### src/rtl/i2c_start_pkg.sv
package i2c_start_pkg;

  typedef enum logic [2:0] {
    SQ_IDLE,
    SQ_RS_SDA,
    SQ_RS_SCL,
    SQ_HOLD,
    SQ_LOW
  } sq_state_e;

  // {sda_pull, scl_pull} for each sequencer state
  function automatic logic [1:0] pulls_of(sq_state_e s);
    case (s)
      SQ_RS_SDA: pulls_of = 2'b01;
      SQ_RS_SCL: pulls_of = 2'b00;
      SQ_HOLD:   pulls_of = 2'b10;
      SQ_LOW:    pulls_of = 2'b11;
      default:   pulls_of = 2'b00;
    endcase
  endfunction

endpackage

### src/rtl/i2c_line_mon.sv
module i2c_line_mon #(
  parameter int SYNC_STAGES = 2
) (
  input  logic clk,
  input  logic rst,
  input  logic en,
  input  logic sda_i,
  input  logic scl_i,
  output logic bus_busy,
  output logic start_seen,
  output logic stop_seen
);
  localparam int LINES = 2;
  localparam int TOP   = SYNC_STAGES - 1;

  logic [LINES-1:0] raw;
  logic [LINES-1:0] now;
  logic [LINES-1:0] prev;

  assign raw = {scl_i, sda_i};

  for (genvar g = 0; g < LINES; g++) begin : g_line
    logic [SYNC_STAGES-1:0] sr;
    always_ff @(posedge clk) begin
      if (rst) sr <= '1;
      else     sr <= {sr[SYNC_STAGES-2:0], raw[g]};
    end
    assign now[g] = sr[TOP];
  end

  always_ff @(posedge clk) begin
    if (rst) prev <= '1;
    else     prev <= now;
  end

  // index 0 = SDA, 1 = SCL; SCL must be high on both samples
  always_comb begin
    start_seen = prev[0] & ~now[0] & prev[1] & now[1];
    stop_seen  = ~prev[0] & now[0] & prev[1] & now[1];
  end

  always_ff @(posedge clk) begin
    if (rst || !en)      bus_busy <= 1'b0;
    else if (start_seen) bus_busy <= 1'b1;
    else if (stop_seen)  bus_busy <= 1'b0;
  end
endmodule

### src/rtl/i2c_start_seq.sv
module i2c_start_seq
  import i2c_start_pkg::*;
#(
  parameter int HALF_CNT = 250
) (
  input  logic clk,
  input  logic rst,
  input  logic abort,
  input  logic go_start,
  input  logic go_rs,
  output logic sda_pull,
  output logic scl_pull,
  output logic seq_idle,
  output logic seq_done
);
  localparam int CNT_W = (HALF_CNT < 2) ? 1 : $clog2(HALF_CNT);
  localparam logic [CNT_W-1:0] LAST = CNT_W'(HALF_CNT - 1);

  sq_state_e        state, state_n;
  logic [CNT_W-1:0] cnt;
  logic             last;

  assign last     = (cnt == LAST);
  assign seq_idle = (state == SQ_IDLE);
  assign seq_done = (state == SQ_LOW) && last && !abort;

  always_comb begin
    state_n = state;
    case (state)
      SQ_IDLE: begin
        if (go_rs)         state_n = SQ_RS_SDA;
        else if (go_start) state_n = SQ_HOLD;
      end
      SQ_RS_SDA: if (last) state_n = SQ_RS_SCL;
      SQ_RS_SCL: if (last) state_n = SQ_HOLD;
      SQ_HOLD:   if (last) state_n = SQ_LOW;
      SQ_LOW:    if (last) state_n = SQ_IDLE;
      default:   state_n = SQ_IDLE;
    endcase
    if (abort) state_n = SQ_IDLE;
  end

  always_ff @(posedge clk) begin
    if (rst) begin
      state    <= SQ_IDLE;
      cnt      <= '0;
      sda_pull <= 1'b0;
      scl_pull <= 1'b0;
    end else begin
      state <= state_n;
      if (state_n != state || state_n == SQ_IDLE) cnt <= '0;
      else                                        cnt <= cnt + 1'b1;
      {sda_pull, scl_pull} <= pulls_of(state_n);
    end
  end
endmodule

### src/rtl/i2c_start_req.sv
module i2c_start_req (
  input  logic clk,
  input  logic rst,
  input  logic en,
  input  logic abort,
  input  logic start_wr,
  input  logic stop_wr,
  input  logic rej_clr,
  input  logic resv_off,
  input  logic mst_wait,
  input  logic bus_busy,
  input  logic stop_seen,
  input  logic seq_idle,
  input  logic seq_done,
  output logic start_pend,
  output logic start_rejected,
  output logic is_master,
  output logic go_start,
  output logic go_rs
);
  logic rs_mode;
  logic accept;

  assign accept = start_wr && !stop_wr && !start_pend;

  always_comb begin
    go_start = start_pend && !rs_mode && seq_idle && !bus_busy && !is_master && !abort;
    go_rs    = start_pend && rs_mode && seq_idle && is_master && !abort;
  end

  always_ff @(posedge clk) begin
    if (rst) begin
      start_pend     <= 1'b0;
      start_rejected <= 1'b0;
      is_master      <= 1'b0;
      rs_mode        <= 1'b0;
    end else begin
      if (rej_clr) start_rejected <= 1'b0;
      if (abort) begin
        start_pend <= 1'b0;
        is_master  <= 1'b0;
        rs_mode    <= 1'b0;
      end else begin
        if (stop_seen) is_master <= 1'b0;
        if (seq_done) begin
          start_pend <= 1'b0;
          is_master  <= 1'b1;
          rs_mode    <= 1'b0;
        end
        if (accept) begin
          if (is_master) begin
            if (mst_wait) begin
              start_pend <= 1'b1;
              rs_mode    <= 1'b1;
            end
          end else if (!bus_busy || !resv_off) begin
            start_pend <= 1'b1;
            rs_mode    <= 1'b0;
          end else begin
            start_rejected <= 1'b1;
          end
        end
      end
    end
  end

  // en is folded into abort at the top; kept as a port for clarity of use
  logic unused_en;
  assign unused_en = en;
endmodule

### src/rtl/i2c_start_ctrl.sv
module i2c_start_ctrl #(
  parameter int HALF_CNT    = 250,
  parameter int SYNC_STAGES = 2
) (
  input  logic clk,
  input  logic rst,
  input  logic iface_en,
  input  logic resv_off,
  input  logic req_start_wr,
  input  logic req_stop_wr,
  input  logic rej_clr_wr,
  input  logic mst_wait,
  input  logic arb_lost,
  input  logic exit_comm,
  input  logic sda_i,
  input  logic scl_i,
  output logic sda_pull,
  output logic scl_pull,
  output logic start_pend,
  output logic start_rejected,
  output logic bus_busy,
  output logic is_master
);
  logic abort, start_seen, stop_seen;
  logic go_start, go_rs, seq_idle, seq_done;

  assign abort = !iface_en || arb_lost || exit_comm;

  i2c_line_mon #(.SYNC_STAGES(SYNC_STAGES)) u_mon (
    .clk(clk), .rst(rst), .en(iface_en), .sda_i(sda_i), .scl_i(scl_i),
    .bus_busy(bus_busy), .start_seen(start_seen), .stop_seen(stop_seen)
  );

  i2c_start_req u_req (
    .clk(clk), .rst(rst), .en(iface_en), .abort(abort),
    .start_wr(req_start_wr), .stop_wr(req_stop_wr), .rej_clr(rej_clr_wr),
    .resv_off(resv_off), .mst_wait(mst_wait), .bus_busy(bus_busy),
    .stop_seen(stop_seen), .seq_idle(seq_idle), .seq_done(seq_done),
    .start_pend(start_pend), .start_rejected(start_rejected),
    .is_master(is_master), .go_start(go_start), .go_rs(go_rs)
  );

  i2c_start_seq #(.HALF_CNT(HALF_CNT)) u_seq (
    .clk(clk), .rst(rst), .abort(abort), .go_start(go_start), .go_rs(go_rs),
    .sda_pull(sda_pull), .scl_pull(scl_pull),
    .seq_idle(seq_idle), .seq_done(seq_done)
  );

  logic unused_start;
  assign unused_start = start_seen;
endmodule

### config.mk
export PLATFORM = sky130hd
export DESIGN_NAME = i2c_start_ctrl
export DESIGN_NICKNAME = d
export VERILOG_FILES = /design/src/rtl/i2c_start_pkg.sv /design/src/rtl/i2c_line_mon.sv /design/src/rtl/i2c_start_seq.sv /design/src/rtl/i2c_start_req.sv /design/src/rtl/i2c_start_ctrl.sv
export SDC_FILE = /design/constraint.sdc
export NUM_CORES = 1
export LEC_CHECK = 0
export ABC_AREA = 1
export ABC_CLOCK_PERIOD_IN_PS = 2700
export BUFFER_PORTS_ARGS = -buffer_cell sky130_fd_sc_hd__buf_2
export CORE_ASPECT_RATIO = 2
export CORE_MARGIN = 2
export CORE_UTILIZATION = 35
export CTS_BUF_LIST = sky130_fd_sc_hd__clkbuf_8
export CTS_CLUSTER_DIAMETER = 100
export DETAILED_ROUTE_END_ITERATION = 10
export HOLD_SLACK_MARGIN = 0.02
export PLACE_DENSITY_LB_ADDON = 0.12
export RECOVER_POWER = 50
export SLEW_MARGIN = 30
export SYNTH_ARGS = -nofsm -noshare
export SYNTH_HDL_FRONTEND = slang
export SYNTH_HIERARCHICAL = 1
export SYNTH_SLANG_ARGS = --single-unit
### constraint.sdc
create_clock -name clk -period 2.7 [get_ports clk]
set_input_delay 0.81 -clock clk [delete_from_list [all_inputs] [get_ports clk]]
set_output_delay 0.81 -clock clk [all_outputs]
set_load 0.02 [all_outputs]
==> results.json <==
{
  "status": "finished, final reports clean",
  "placedInstanceArea_um2": 1320,
  "fin_skew_ps": 5.93,
  "crit_path_end_kind": "register",
  "layout.nets": 189,
  "cts_tree": "yes",
  "max_stage_delay_ps": 370,
  "gr-total-overflow": 0,
  "cts.sinks": 24,
  "rrSetupSlack_ps": 620,
  "via_per_inst": 4.62,
  "yosys_warnings": 6,
  "syn-num-nets": 166,
  "grtUsageMet1": 0.118,
  "cp_max_fo": 8,
  "syn_to_final_growth_pct": 14.7,
  "fin_area_um2": 1360,
  "worst_slew_pin_slew_ps": 549,
  "multiInputGateArea_um2": 584,
  "holdBufCountCts": 0,
  "n_antenna_cell": 0,
  "ant_nets": 0,
  "use_met2": 0.274,
  "hold_path_class": "reg2reg",
  "hpwl_mm": 1.83,
  "vias": 948,
  "critPathArrivalTime_ps": 2280,
  "grtUsageMet3": 0.0188,
  "antenna_found_initial": 0,
  "crit_type": "reg2reg",
  "dp.cells": 201,
  "fp.dieW_um": 45.1,
  "finalWirelength_mm": 2.21,
  "clk_pin_slew_ps": 90,
  "crit_buf_inv": 3,
  "fin_tns_setup_ps": 0,
  "maxSlewViolCount": 0,
  "worst_ep_required_time_ps": 2900,
  "synthesis.area_um2": 1180,
  "wl_per_cell_um": 10.8,
  "finalHoldViolations": 0,
  "post_cts_buffers": 0,
  "htree_levels": 1,
  "powerDensity_nw_per_um2": 516,
  "layout_commonest_cell": "nor2_1",
  "clock_latency_ps": 270,
  "start_kind": "register",
  "clockBufferDepth": 2,
  "portBuffers": 17,
  "first_global_vias": 951,
  "setup_violations": 0,
  "fin_cells": 205,
  "grt_max_degree": 15,
  "cts_inserted_buffers": 3,
  "mostFrequentLayoutCells": "nor2_1 (28), dfxtp_1 (24), inv_1 (22), nand2_1 (22), buf_2 (11)",
  "die_h_um": 86.2,
  "grt.total_usage": 0.134,
  "whs_ps": 417,
  "finalPower_uw": 701,
  "path_cells": "nor2_1, inv_1, nor2_1, nand2_1, nor4_1, nand3b_1, nand2_1, inv_1, nand3_4, nand2_1, inv_1, nor2_4, nand3_4, nor2_1",
  "rows": 29,
  "grt.busiest_layer": "met2",
  "dr.first_iter.drc_count": 17,
  "cts-root-buf": "clkbuf_8",
  "fmax_ghz": 0.482,
  "drtPass1Iterations": 4,
  "avgSynthCellArea_um2": 7.79,
  "grt_pass1_wl_mm": 3.86,
  "ctsResizeCount": 0,
  "fin_util": 0.425,
  "layout-drive-gt1-share": 0.218,
  "min_period_over_period": 0.769,
  "rsz0062_at_grt": "false",
  "cap_violations": 0,
  "fp.coreArea_um2": 3190,
  "initial_utilization": 0.371,
  "n_fill_cell": 340,
  "drc": 0,
  "setup_ws_ps": 624,
  "cp_top_family": "simple AND/OR/NAND/NOR gates",
  "place.gp.congestion": 0.721,
  "syn_inst": 152,
  "ioPinCount": 18,
  "finalCriticalPeriod_ps": 2080,
  "max_slew_margin": 0.634,
  "leakage_nw": 0.600,
  "die_area_um2": 3890,
  "register_area_um2": 480,
  "post-place-ws_ps": 430,
  "crit_slowest_cell": "dfxtp_1",
  "vdd_ir_drop_max_uv": 318
}
[metal layers]
layer | routed length [um] | up-vias
met5 | 0 | -
met4 | 31 | 0
li1 | - | 507
met2 | 1310 | 20
met1 | 783 | 417
met3 | 88 | 4
[worst paths after layout]
check / startpoint / end / depth (start not counted)
hold reg to reg: u_mon/g_line[1].sr[0] / u_mon/g_line[1].sr[1] / 1
hold / removal: u_mon/g_line[1].sr[0] / u_mon/g_line[1].sr[1] / 1
setup reg to reg: u_seq/state[0] / u_seq/cnt[7] / 14
setup / recovery: u_seq/state[0] / u_seq/cnt[7] / 14
[sequential cells by signal (all words and copies together) (netlist names)]
name / cells
u_seq/cnt: 8
u_mon/prev: 2
u_seq/sda_pull: 1
u_seq/scl_pull: 1
u_mon/g_line.sr: 4
u_req/is_master: 1
u_mon/bus_busy: 1
u_req/start_rejected: 1
u_req/start_pend: 1
u_req/rs_mode: 1
u_seq/state: 3
[where the power goes]
| part | total [mW] | internal [mW] | leakage (nW) | switching, mW |
|---|---|---|---|---|
| combinational | 0.0312 | 0.0138 | 0.369 | 0.0175 |
| clock | 0.310 | 0.198 | 0.0357 | 0.112 |
| sequential | 0.359 | 0.358 | 0.195 | 0.00180 |
[final cells by class]
type                    instances  area share
clock buffers                   3      0.0304
flip-flops and latches         24       0.354
clock inverters                 1      0.0221
repair buffers                 18      0.0627
inverters                      26      0.0719
multi-input cells             102       0.430
well taps                      31      0.0286
Power figures use the tool's default switching activity.
